**config.mk**
```make
export PLATFORM = sky130hd
export DESIGN_NAME = cfgrom_crc
export DESIGN_NICKNAME = d
export VERILOG_FILES = /design/src/rtl/cfgrom_pkg.sv /design/src/rtl/cfgrom_crc.sv
export SDC_FILE = /design/constraint.sdc
export NUM_CORES = 1
export LEC_CHECK = 0
export BUFFER_PORTS_ARGS = -buffer_cell sky130_fd_sc_hd__buf_2
export CORE_MARGIN = 2
export CORE_UTILIZATION = 40
export DETAILED_ROUTE_END_ITERATION = 8
export MAX_ROUTING_LAYER = met4
export PLACE_DENSITY = 0.71
export RECOVER_POWER = 100
export SYNTH_ARGS = -nofsm -noshare
export SYNTH_HDL_FRONTEND = slang
export SYNTH_SLANG_ARGS = --single-unit
```
**constraint.sdc**
```tcl
create_clock -name clk_i -period 1.8 [get_ports clk_i]
set_clock_uncertainty 0.15 [all_clocks]
set_input_delay 0.09 -clock clk_i [delete_from_list [all_inputs] [get_ports clk_i]]
set_output_delay 0.09 -clock clk_i [all_outputs]
set_load 0.01 [all_outputs]
```
**src/rtl/cfgrom_pkg.sv**
```systemverilog
package cfgrom_pkg;

  typedef enum logic [1:0] {
    RSN_NONE     = 2'd0,
    RSN_SHORT    = 2'd1,
    RSN_ID_CRC   = 2'd2,
    RSN_DATA_CRC = 2'd3
  } reason_e;

  // CRC-8 poly 0x07, MSB first
  function automatic logic [7:0] crc8_step(input logic [7:0] c, input logic [7:0] b);
    logic [7:0] v;
    v = c ^ b;
    for (int i = 0; i < 8; i++) v = v[7] ? ((v << 1) ^ 8'h07) : (v << 1);
    return v;
  endfunction

  // CRC-32C, reflected form
  function automatic logic [31:0] crc32c_step(input logic [31:0] c, input logic [7:0] b);
    logic [31:0] v;
    v = c ^ {24'd0, b};
    for (int i = 0; i < 8; i++) v = v[0] ? ((v >> 1) ^ 32'h82F6_3B78) : (v >> 1);
    return v;
  endfunction

endpackage

```
**src/rtl/cfgrom_crc.sv**
```systemverilog
module cfgrom_crc import cfgrom_pkg::*; #(
  parameter int W = 8
) (
  input  logic         clk_i,
  input  logic         rst_ni,
  input  logic         clr_i,
  input  logic         en_i,
  input  logic [7:0]   byte_i,
  output logic [W-1:0] crc_o,
  output logic [W-1:0] nxt_o
);
  logic [W-1:0] crc_q;

  if (W == 32) begin : g_c32
    assign nxt_o = crc32c_step(crc_q, byte_i);
  end else begin : g_c8
    assign nxt_o = crc8_step(crc_q, byte_i);
  end

  always_ff @(posedge clk_i or negedge rst_ni) begin
    if (!rst_ni)      crc_q <= '1;
    else if (clr_i)   crc_q <= '1;
    else if (en_i)    crc_q <= nxt_o;
  end

  assign crc_o = crc_q;
endmodule

```
==> results of run 1 <==
-- routing by layer --
metal,track usage (%),up-vias,wire [um]
met3,2.98,5,138
li1,-,261,-
met1,22.1,269,591
met5,-,-,0
met4,9.09,0,31
met2,29.4,30,741
-- final timing paths --
| kind | endpoint | slack, ns | depth (start not counted) |
|---|---|---|---|
| setup / recovery | nxt_o[2] | -0.21 | 4 |
| hold / removal | crc_o[1] | 0.1 | 3 |
| setup reg to reg | crc_o[1] | -0.18 | 6 |
| hold reg to reg | crc_o[1] | 0.43 | 2 |
| max in group asynchronous | crc_o[7] | 1.04 | 2 |
| min in group asynchronous | crc_o[2] | 0.44 | 2 |
-- power by group --
part           leakage [uW]  internal (uW)  switching (uW)  total, uW
combinational      0.000392            919             727       1650
sequential        0.0000801            269            65.4        335
clock             0.0000138           76.8            68.8        146
-- Yosys cell counts --
master,count,area [sq um]
xnor2_1,12,105
dfstp_2,8,210
xor2_1,7,61.3
a211o_1,5,43.8
nor2b_1,5,31.3
a21oi_1,2,10.0
xnor3_2,2,47.6
and3_1,1,6.26
and3_4,1,11.3
clkbuf_1,1,3.75
mux2i_1,1,10.0
nand2b_1,1,6.26
o21bai_1,1,7.51
o21bai_2,1,11.3
xor2_2,1,16.3
xor3_2,1,25.0
-- layout by cell type, fill, tap and decap left out --
master / instances
a21oi_1: 2
o21bai_2: 1
mux2i_1: 1
buf_4: 15
nor2b_1: 5
xnor3_2: 2
clkbuf_4: 3
clkbuf_1: 1
a211o_1: 5
xor2_2: 6
o21bai_1: 1
and3_4: 1
xnor2_1: 5
nand2b_1: 1
buf_6: 1
dfstp_1: 4
dfstp_2: 4
xnor2_2: 6
and3_1: 1
xnor2_4: 1
buf_2: 25
xor2_1: 2
dlygate4sd3_1: 2
xor3_2: 1
-- worst max-delay path, cell delays in order (launching register included) --
cell	delay (ns)
dfstp_2	0.54
xor2_1	0.14
xnor3_2	0.51
xor2_2	0.17
buf_2	0.14
-- final cells by class --
| class | instances | area, sq um |
|---|---|---|
| Fill cell | 111 | 452 |
| Multi-Input combinational cell | 41 | 494 |
| Sequential cell | 8 | 210 |
| Tap cell | 16 | 20.0 |
| Clock buffer | 3 | 22.5 |
| Timing Repair Buffer | 44 | 273 |
-- cells by family (layout without fill, tap and decap cells) --
family          count (synthesis)  after routing  share of synthesized area [%]
compound gates                  9              9                           12.0
xor+xnor                       23             23                           42.1
buf+inv                         1             47                          0.618
flops                           8              8                           34.6
mux                             1              1                           1.65
simple gates                    8              8                           9.07
-- repair_timing --
item                                    4_1_cts  5_1_grt
hold endpoints to repair                      9        0
hold buffers                                  2        0
buffers inserted                              9        2
resized for setup                             6        6
pin swaps                                    10       10
endpoints found under the setup margin       11       13
-- per-stage QoR --
step | area, sq um | setup TNS (ns)
global placement | 811 | -0.0505
detailed placement | 811 | -0.162
finish | 1020 | -1.18
floorplan | 622 | -0.133
CTS | 957 | -1.27
global route | 1020 | -2.21
==> impl_results.md, run 1 <==
- Drt first pass iters: 4
- Fmax: 498 MHz
- Clk Latency, worst-skew pair: roughly 0.26 ns
- Routed WL per cell: 13.4 um
- Tot GR Track Use: 18.2%
- Max IR drop VDD: 0.00150 V
- Clock root buffer: clkbuf_4
- CTS sink cnt: 8
- RSZ-0062 raised after global routing: true
- Worst setup margin: -0.209 ns
- Yosys warns: 0
- Placed insts: 97
- Period utilization: 112%
- Grt ovf: 0
- Endpoint type of the worst setup path: output port
- Vias per cell: 5.04
- Core ar.: around 1500 sq um
- Largest net degree at the start of global routing: 16
- Slew Viols, Final: 0
- Post-DP HPWL: 992 um
- Post-route insts no fill: between 100 and 150
- Critical path fanouts, max: 4
- Fraction of layout cells with a size suffix above 1: 68.8%
- Yosys cell types: 16
- Yosys reg bits: 8
- Hold Startpoint: en_i
- Nets@finish: 110
- Cell Rows: 14
- Dpl ws: -0.0792 ns
- Setup violations, final: 10
- Global-route wire length before repair: 2.33 mm
- TritonCTS clock tree: yes
- # DRC: 0
- Die Y: approximately 43 um
- Reg-to-Reg Start: crc_o[0]
- Worst-Margin Slew: ~0.45 ns
- Max Cap Viol: 0
- Max H-tree Level: 1
- Arrival @ worst endpoint: 1.77 ns
- Overall power: 2130 uW
- Final Core Density: 69.3%
- Leakage: 0.000486 uW
- Power Density: about 2100 nW/um^2
- Hold Slack: 0.0991 ns
- Netlist Area Pre-Place: 607 sq um
- Crit path launch type: flop
- Time the worst path needs with I/O delays and setup: around 2 ns
- Worst setup path start: crc_o[0]
- Relative slew margins: 69.6%
- Vias in the first global route: roughly 520
- Placer Congestion: roughly 0.74
- Routed via count: ~570
- Die area: roughly 1800 sq um
- CTS Buf Count: 3
- Clock Tree Buf Depth: 2
- HP Class: in -> reg
- Initial Utilization: 41.2%
- Io pins: 28
- DRT Wirelength: 1.50 mm
- Syn Area/Cell: 12.1 sq um
- Worst Path Class, Setup: reg -> out
- Hold Fails Final Rpt: 0
- Port buffer count: 27
- Post-Syn Nets: 62
- Worst endpoint required time: roughly 1.6 ns
- Max reg flops: 8
- Clock transition at path regs: 0.06 ns
- Syn Inst Count: 50
- Diodes inserted: 0
- Routed Antenna Nets: 0
- Die X: 43.0 um
- Starting DRT DRC Count: 5
- Violated checks: negative setup slack
- Status: complete, but fails checks
- Initial antenna violation count: 0
- Area grow syn2layout: 68.0%
- Sequential share of the synthesized area: 34.6%
Power figures use the tool's default switching activity.
==> inputs of run 2 (changes only) <==
--- a/config.mk
+++ b/config.mk
@@ -11,7 +11,6 @@
 export DETAILED_ROUTE_END_ITERATION = 8
 export MAX_ROUTING_LAYER = met4
 export PLACE_DENSITY = 0.71
-export RECOVER_POWER = 100
 export SYNTH_ARGS = -nofsm -noshare
 export SYNTH_HDL_FRONTEND = slang
 export SYNTH_SLANG_ARGS = --single-unit
==> impl_results.md, run 2 (same netlist as run 1, synthesis figures left out) <==
- Status: complete, but fails checks (unchanged)
- Clock Tree Buf Depth: 2 (unchanged)
- Max reg flops: 8 (unchanged)
- Grt ovf: 0 (unchanged)
- RSZ-0062 raised after global routing: true (unchanged)
- Die area: 1840 sq um (unchanged)
- Drt first pass iters: 4 (unchanged)
- Leakage: 0.000493 uW (was 0.000486 uW)
- Reg-to-Reg Start: crc_o[0] (unchanged)
- Cell Rows: 14 (unchanged)
- Slew Viols, Final: 0 (unchanged)
- Post-route setup TNS: -1.11 ns (was -1.18 ns)
- Setup violations, final: 9 (was 10)
- HP Class: in -> reg (unchanged)
- CP peak stage delay: 0.54 ns (about the same)
- Endpoint type of the worst setup path: output port (unchanged)
- Reg2reg path depth: 6 (unchanged)
- Die X: 43.0 um (unchanged)
- DRT Wirelength: 1.50 mm (about the same)
- Starting DRT DRC Count: 5 (unchanged)
- Worst-Margin Slew: 0.453 ns (about the same)
- Fraction of layout cells with a size suffix above 1: 74.0% (was 68.8%)
- Fmax: 498 MHz (about the same)
- Hold Crit Depth: 3 (unchanged)
- CTS Buf Count: 3 (unchanged)
- Worst Path Class, Setup: reg -> out (unchanged)
- Placer Congestion: 0.738 (unchanged)
- Die Y: 43.0 um (unchanged)
- TritonCTS clock tree: yes (unchanged)
- Initial Utilization: 41.2% (unchanged)
- Io pins: 28 (unchanged)
- Arrival @ worst endpoint: 1.77 ns (about the same)
- Vias in the first global route: 518 (unchanged)
- Hold Fails Final Rpt: 0 (unchanged)
- Crit path launch type: flop (unchanged)
- Area grow syn2layout: 68.2% (was 68.0%)
- Worst setup path start: crc_o[0] (unchanged)
- Clock transition at path regs: 0.06 ns (about the same)
- Cell breakdown of the critical path: xor2_1 > xnor3_2 > xor2_2 > buf_2 (unchanged)
- Port buffer count: 27 (unchanged)
- Worst setup margin: -0.209 ns (about the same)
- Worst endpoint required time: 1.56 ns (about the same)
- Commonest non-fill, non-tap cells in the layout: 26 x buf_2, 15 x buf_4, 8 x dfstp_2 (was 25 x buf_2, 15 x buf_4, 6 x xor2_2, 6 x xnor2_2)
- Max IR drop VDD: 0.00150 V (about the same)
- Vias per cell: 5.06 (was 5.04)
- # DRC: 0 (unchanged)
- Most common cell after layout, fill and taps aside: buf_2 (unchanged)
- Global-route wire length before repair: 2.33 mm (unchanged)
- Violated checks: negative setup slack (unchanged)
- Tot GR Track Use: 18.2% (unchanged)
- Time the worst path needs with I/O delays and setup: 2.01 ns (about the same)
- Critical Path Sink: nxt_o[2] (unchanged)
- Reg2Reg Setup Slack: -0.18 ns (about the same)
- Slowest CP cell: dfstp_2 (unchanged)
- Relative slew margins: 69.6% (about the same)
- Clock root buffer: clkbuf_4 (unchanged)
- Diodes inserted: 0 (unchanged)
- Period utilization: 112% (about the same)
- Worst r2r dst: crc_o[1] (unchanged)
- Initial antenna violation count: 0 (unchanged)
- Max Cap Viol: 0 (unchanged)
- Critical path fanouts, max: 4 (unchanged)
- Core ar.: 1470 sq um (unchanged)
- Nets@finish: 110 (unchanged)
- Routed Antenna Nets: 0 (unchanged)
- Post-DP HPWL: 992 um (unchanged)
- Max H-tree Level: 1 (unchanged)
- Power Density: 2090 nW/um^2 (was 2080 nW/um^2)
- Routed WL per cell: 13.4 um (about the same)
- Largest net degree at the start of global routing: 16 (unchanged)
- Routed via count: 567 (was 565)
- CTS sink cnt: 8 (unchanged)
- Clk Latency, worst-skew pair: 0.26 ns (about the same)
- Overall power: 2140 uW (was 2130 uW)
## run 2: cell count changes in the layout (fill, tap and decap cells not counted), sizes merged
cell and delta:
buf +1, clkbuf -1
## run 2: metrics by stage
stage | cells | setup WS [ns] | hold slack, ns | utilization (%) | instance area [sq um]
finish | 112 | -0.209 | 0.0992 | 69.4 | 1020
global placement | 97 | -0.0505 | 0.0206 | 55.1 | 811
floorplan | 50 | -0.0520 | -0.208 | - | 622
CTS | 110 | -0.232 | 0.107 | 65.1 | 957
detailed placement | 97 | -0.0792 | 0.0202 | 55.1 | 811
global route | 112 | -0.304 | 0.156 | 69.4 | 1020
## run 2: layer usage
layer	vias up	part of all wire, %	global-route usage [%]
li1	261	-	-
met1	269	39	22.1
met2	32	49	29.4
met3	5	9.3	2.98
met4	0	2.1	9.09
met5	-	0	-
## run 2: worst max-delay path: cells and delay by family (launching register included)
family                    cells  cell delay [ns]
buffers and inverters         1             0.14
xor gates and xnor gates      3             0.82
DFF                           1             0.54
## run 2: power breakdown
| group | leakage, uW | total [uW] | internal, uW | switching (uW) |
|---|---|---|---|---|
| Sequential | 0.0000843 | 344 | 278 | 65.2 |
| Combinational | 0.000395 | 1650 | 920 | 726 |
| Clock | 0.0000138 | 146 | 76.8 | 69.0 |
| Total | 0.000493 | 2140 | 1280 | 860 |
## run 2: repair_timing
action | 4_1_cts | 5_1_grt
endpoints found under the setup margin | 11 | 13
hold buffers | 2 | 0
hold endpoints to repair | 9 | 0
gates resized for setup | 6 | 6
setup buffers | 9 | 2
pin swaps | 10 | 10
## run 2: area by class of cell
class                           instances  area (sq um)
Clock buffer                            3          22.5
Fill cell                             111           450
Multi-Input combinational cell         41           494
Sequential cell                         8           210
Tap cell                               16          20.0
Timing Repair Buffer                   44           274
## run 2: worst min-delay path by stage
| stage | to | slack, ns | from |
|---|---|---|---|
| detailed placement | crc_o[3] | 0.02 | rst_ni |
| global route | crc_o[1] | 0.16 | en_i |
| global placement | crc_o[2] | 0.02 | rst_ni |
| floorplan | crc_o[0] | -0.21 | rst_ni |
| finish | crc_o[1] | 0.1 | en_i |
| CTS | crc_o[3] | 0.11 | byte_i[3] |
==> inputs of run 3 (changes only) <==
--- a/config.mk
+++ b/config.mk
@@ -7,10 +7,10 @@
 export LEC_CHECK = 0
 export BUFFER_PORTS_ARGS = -buffer_cell sky130_fd_sc_hd__buf_2
 export CORE_MARGIN = 2
-export CORE_UTILIZATION = 40
+export CORE_UTILIZATION = 44
 export DETAILED_ROUTE_END_ITERATION = 8
 export MAX_ROUTING_LAYER = met4
-export PLACE_DENSITY = 0.71
+export PLACE_DENSITY = 0.74
 export SYNTH_ARGS = -nofsm -noshare
 export SYNTH_HDL_FRONTEND = slang
 export SYNTH_SLANG_ARGS = --single-unit
==> constraint.sdc (replaced) <==
create_clock -name clk_i -period 2 [get_ports clk_i]
set_clock_uncertainty 0.15 [all_clocks]
set_input_delay 0.1 -clock clk_i [delete_from_list [all_inputs] [get_ports clk_i]]
set_output_delay 0.1 -clock clk_i [all_outputs]
set_load 0.01 [all_outputs]
==> impl_results.md, run 3 (same netlist as run 1, synthesis figures left out) <==
- Status: complete, but fails checks (unchanged)
- Violated checks: negative setup slack (unchanged)
- Worst-Margin Slew: 0.450 ns (was 0.453 ns)
- Cell Rows: 13 (was 14)
- Endpoint type of the worst setup path: output port (unchanged)
- Comb power frac: 72.4% (was 77.1%)
- Max Cap Viol: 0 (unchanged)
- Global-route wire length before repair: 1.90 mm (was 2.33 mm)
- Core ar.: 1300 sq um (was 1470 sq um)
- Port buffer count: 27 (unchanged)
- Fraction of layout cells with a size suffix above 1: 63.5% (was 74.0%)
- Crit path launch type: flop (unchanged)
- Post-route setup TNS: -0.0789 ns (was -1.11 ns)
- Relative slew margins: 69.8% (was 69.6%)
- Period utilization: 102%
- Fmax: 490 MHz
- Tot GR Track Use: 19.3% (was 18.2%)
- Worst endpoint required time: 1.75 ns (was 1.56 ns)
- Initial antenna violation count: 0 (unchanged)
- Placer Congestion: 0.637 (was 0.738)
- Clk Latency, worst-skew pair: 0.25 ns (was 0.26 ns)
- Io pins: 28 (unchanged)
- Drt first pass iters: 4 (unchanged)
- Power Density: 1810 nW/um^2 (was 2090 nW/um^2)
- Nets@finish: 99 (was 110)
- FILL cells: 118 (was 111)
- CTS sink cnt: 8 (unchanged)
- Clock transition at path regs: 0.06 ns (about the same)
- Routed WL per cell: 13.9 um (was 13.4 um)
- Die Y: 41.1 um (was 43.0 um)
- Die area: 1690 sq um (was 1840 sq um)
- Commonest non-fill, non-tap cells in the layout: 27 x buf_2, 10 x xnor2_1, 8 x dfstp_2 (was 26 x buf_2, 15 x buf_4, 8 x dfstp_2)
- Routed Antenna Nets: 0 (unchanged)
- Die X: 41.1 um (was 43.0 um)
- Clock network fraction of total power: 8.0% (was 6.8%)
- Grt ovf: 0 (unchanged)
- Seq pwr share: 19.6% (was 16.1%)
- Hold Slack: 0.0133 ns (was 0.0992 ns)
- Starting DRT DRC Count: 5 (unchanged)
- Area grow syn2layout: 43.7% (was 68.2%)
- Vias in the first global route: 437 (was 518)
- Slew Viols, Final: 0 (unchanged)
- Leakage: 0.000408 uW (was 0.000493 uW)
- Reg2Reg Setup Slack: 0.05 ns (was -0.18 ns)
- Dpl ws: 0.0469 ns (was -0.0792 ns)
- Clock Tree Buf Depth: 2 (unchanged)
- TritonCTS clock tree: yes (unchanged)
- Largest net degree at the start of global routing: 16 (unchanged)
- Max H-tree Level: 1 (unchanged)
- Max IR drop VDD: 0.00102 V (was 0.00150 V)
- Clock root buffer: clkbuf_4 (unchanged)
- Arrival @ worst endpoint: 1.79 ns (was 1.77 ns)
- Worst Path Class, Setup: reg -> out (unchanged)
- Max reg flops: 8 (unchanged)
- Routed via count: 504 (was 567)
- Initial Utilization: 46.6% (was 41.2%)
- Critical path fanouts, max: 4 (unchanged)
- RSZ-0062 raised after global routing: true (unchanged)
- # DRC: 0 (unchanged)
- HP Class: in -> reg (unchanged)
- Setup violations, final: 4 (was 9)
- Post-DP HPWL: 991 um (was 992 um)
- Worst setup margin: -0.0405 ns (was -0.209 ns)
- Vias per cell: 5.04 (was 5.06)
- Hold Fails Final Rpt: 0 (unchanged)
- Time the worst path needs with I/O delays and setup: 2.04 ns
- Diodes inserted: 0 (unchanged)
- Switching part of the total power: 42.4% (was 40.3%)
- Internal power: 909 uW (was 1280 uW)
- CTS Buf Count: 3 (unchanged)
- DRT Wirelength: 1.39 mm (was 1.50 mm)
- Most common cell after layout, fill and taps aside: buf_2 (unchanged)
- NetSw: 669 uW (was 860 uW)
-- run 3: changes by cell type in the layout (fill, tap and decap cells not counted), moves of 2 or more --
cell     delta
buf_4      -12
xor2_1      +2
xnor2_2     -4
xor2_2      -2
xnor2_1     +5
-- run 3: path summary, 6_finish.rpt --
path	from	to	cells after the start
worst max-delay path	crc_o[6]	nxt_o[2]	4
worst min-delay path	clr_i	crc_o[2]	2
worst max register to register	crc_o[6]	crc_o[1]	5
worst min register to register	crc_o[2]	crc_o[2]	2
max in group asynchronous	rst_ni	crc_o[2]	2
min in group asynchronous	rst_ni	crc_o[5]	2
-- run 3: area by class of cell --
class	instances	area, sq um	area share, %
Multi-Input combinational cell	41	430	49.4
Sequential cell	8	210	24.1
Timing Repair Buffer	33	190	21.8
Clock buffer	3	22.5	2.58
Tap cell	15	18.8	2.15
-- run 3: routing by layer --
metal  vias up  track usage (%)  wire length, um
met5         -                -                0
met4         0             12.1                8
met3         2             5.43               99
met1       237             19.7              582
met2        23             32.4              703
li1        242                -                -
-- run 3: repair_timing --
action,in CTS,in global routing
hold endpoints to repair,8,0
pin swaps,6,4
setup buffers,3,1
hold buffers,1,0
setup endpoints to repair,3,7
gates resized for setup,1,5
-- run 3: stage by stage --
step           util (%)  instances  instance area [sq um]  power [uW]
6_report           67.0        100                    872        1580
3_5_place_dp       59.3         92                    772        1360
3_3_place_gp       59.3         92                    772        1350
5_1_grt            67.0        100                    872        1700
4_1_cts            64.1         99                    835        1550
2_1_floorplan         -         50                    614        1040
-- run 3: critical path, cell delays in order (launching register included) --
cell,delay [ns]
dfstp_2,0.55
xor2_2,0.16
xnor3_2,0.51
xor2_2,0.17
buf_2,0.14
-- run 3: power groups by stage --
stage,registers (uW),clock network (uW),logic (uW)
2_1_floorplan,326,0,712
6_report,309,127,1140
3_5_place_dp,308,0,1060
5_1_grt,316,136,1250
3_3_place_gp,302,0,1050
4_1_cts,308,132,1110
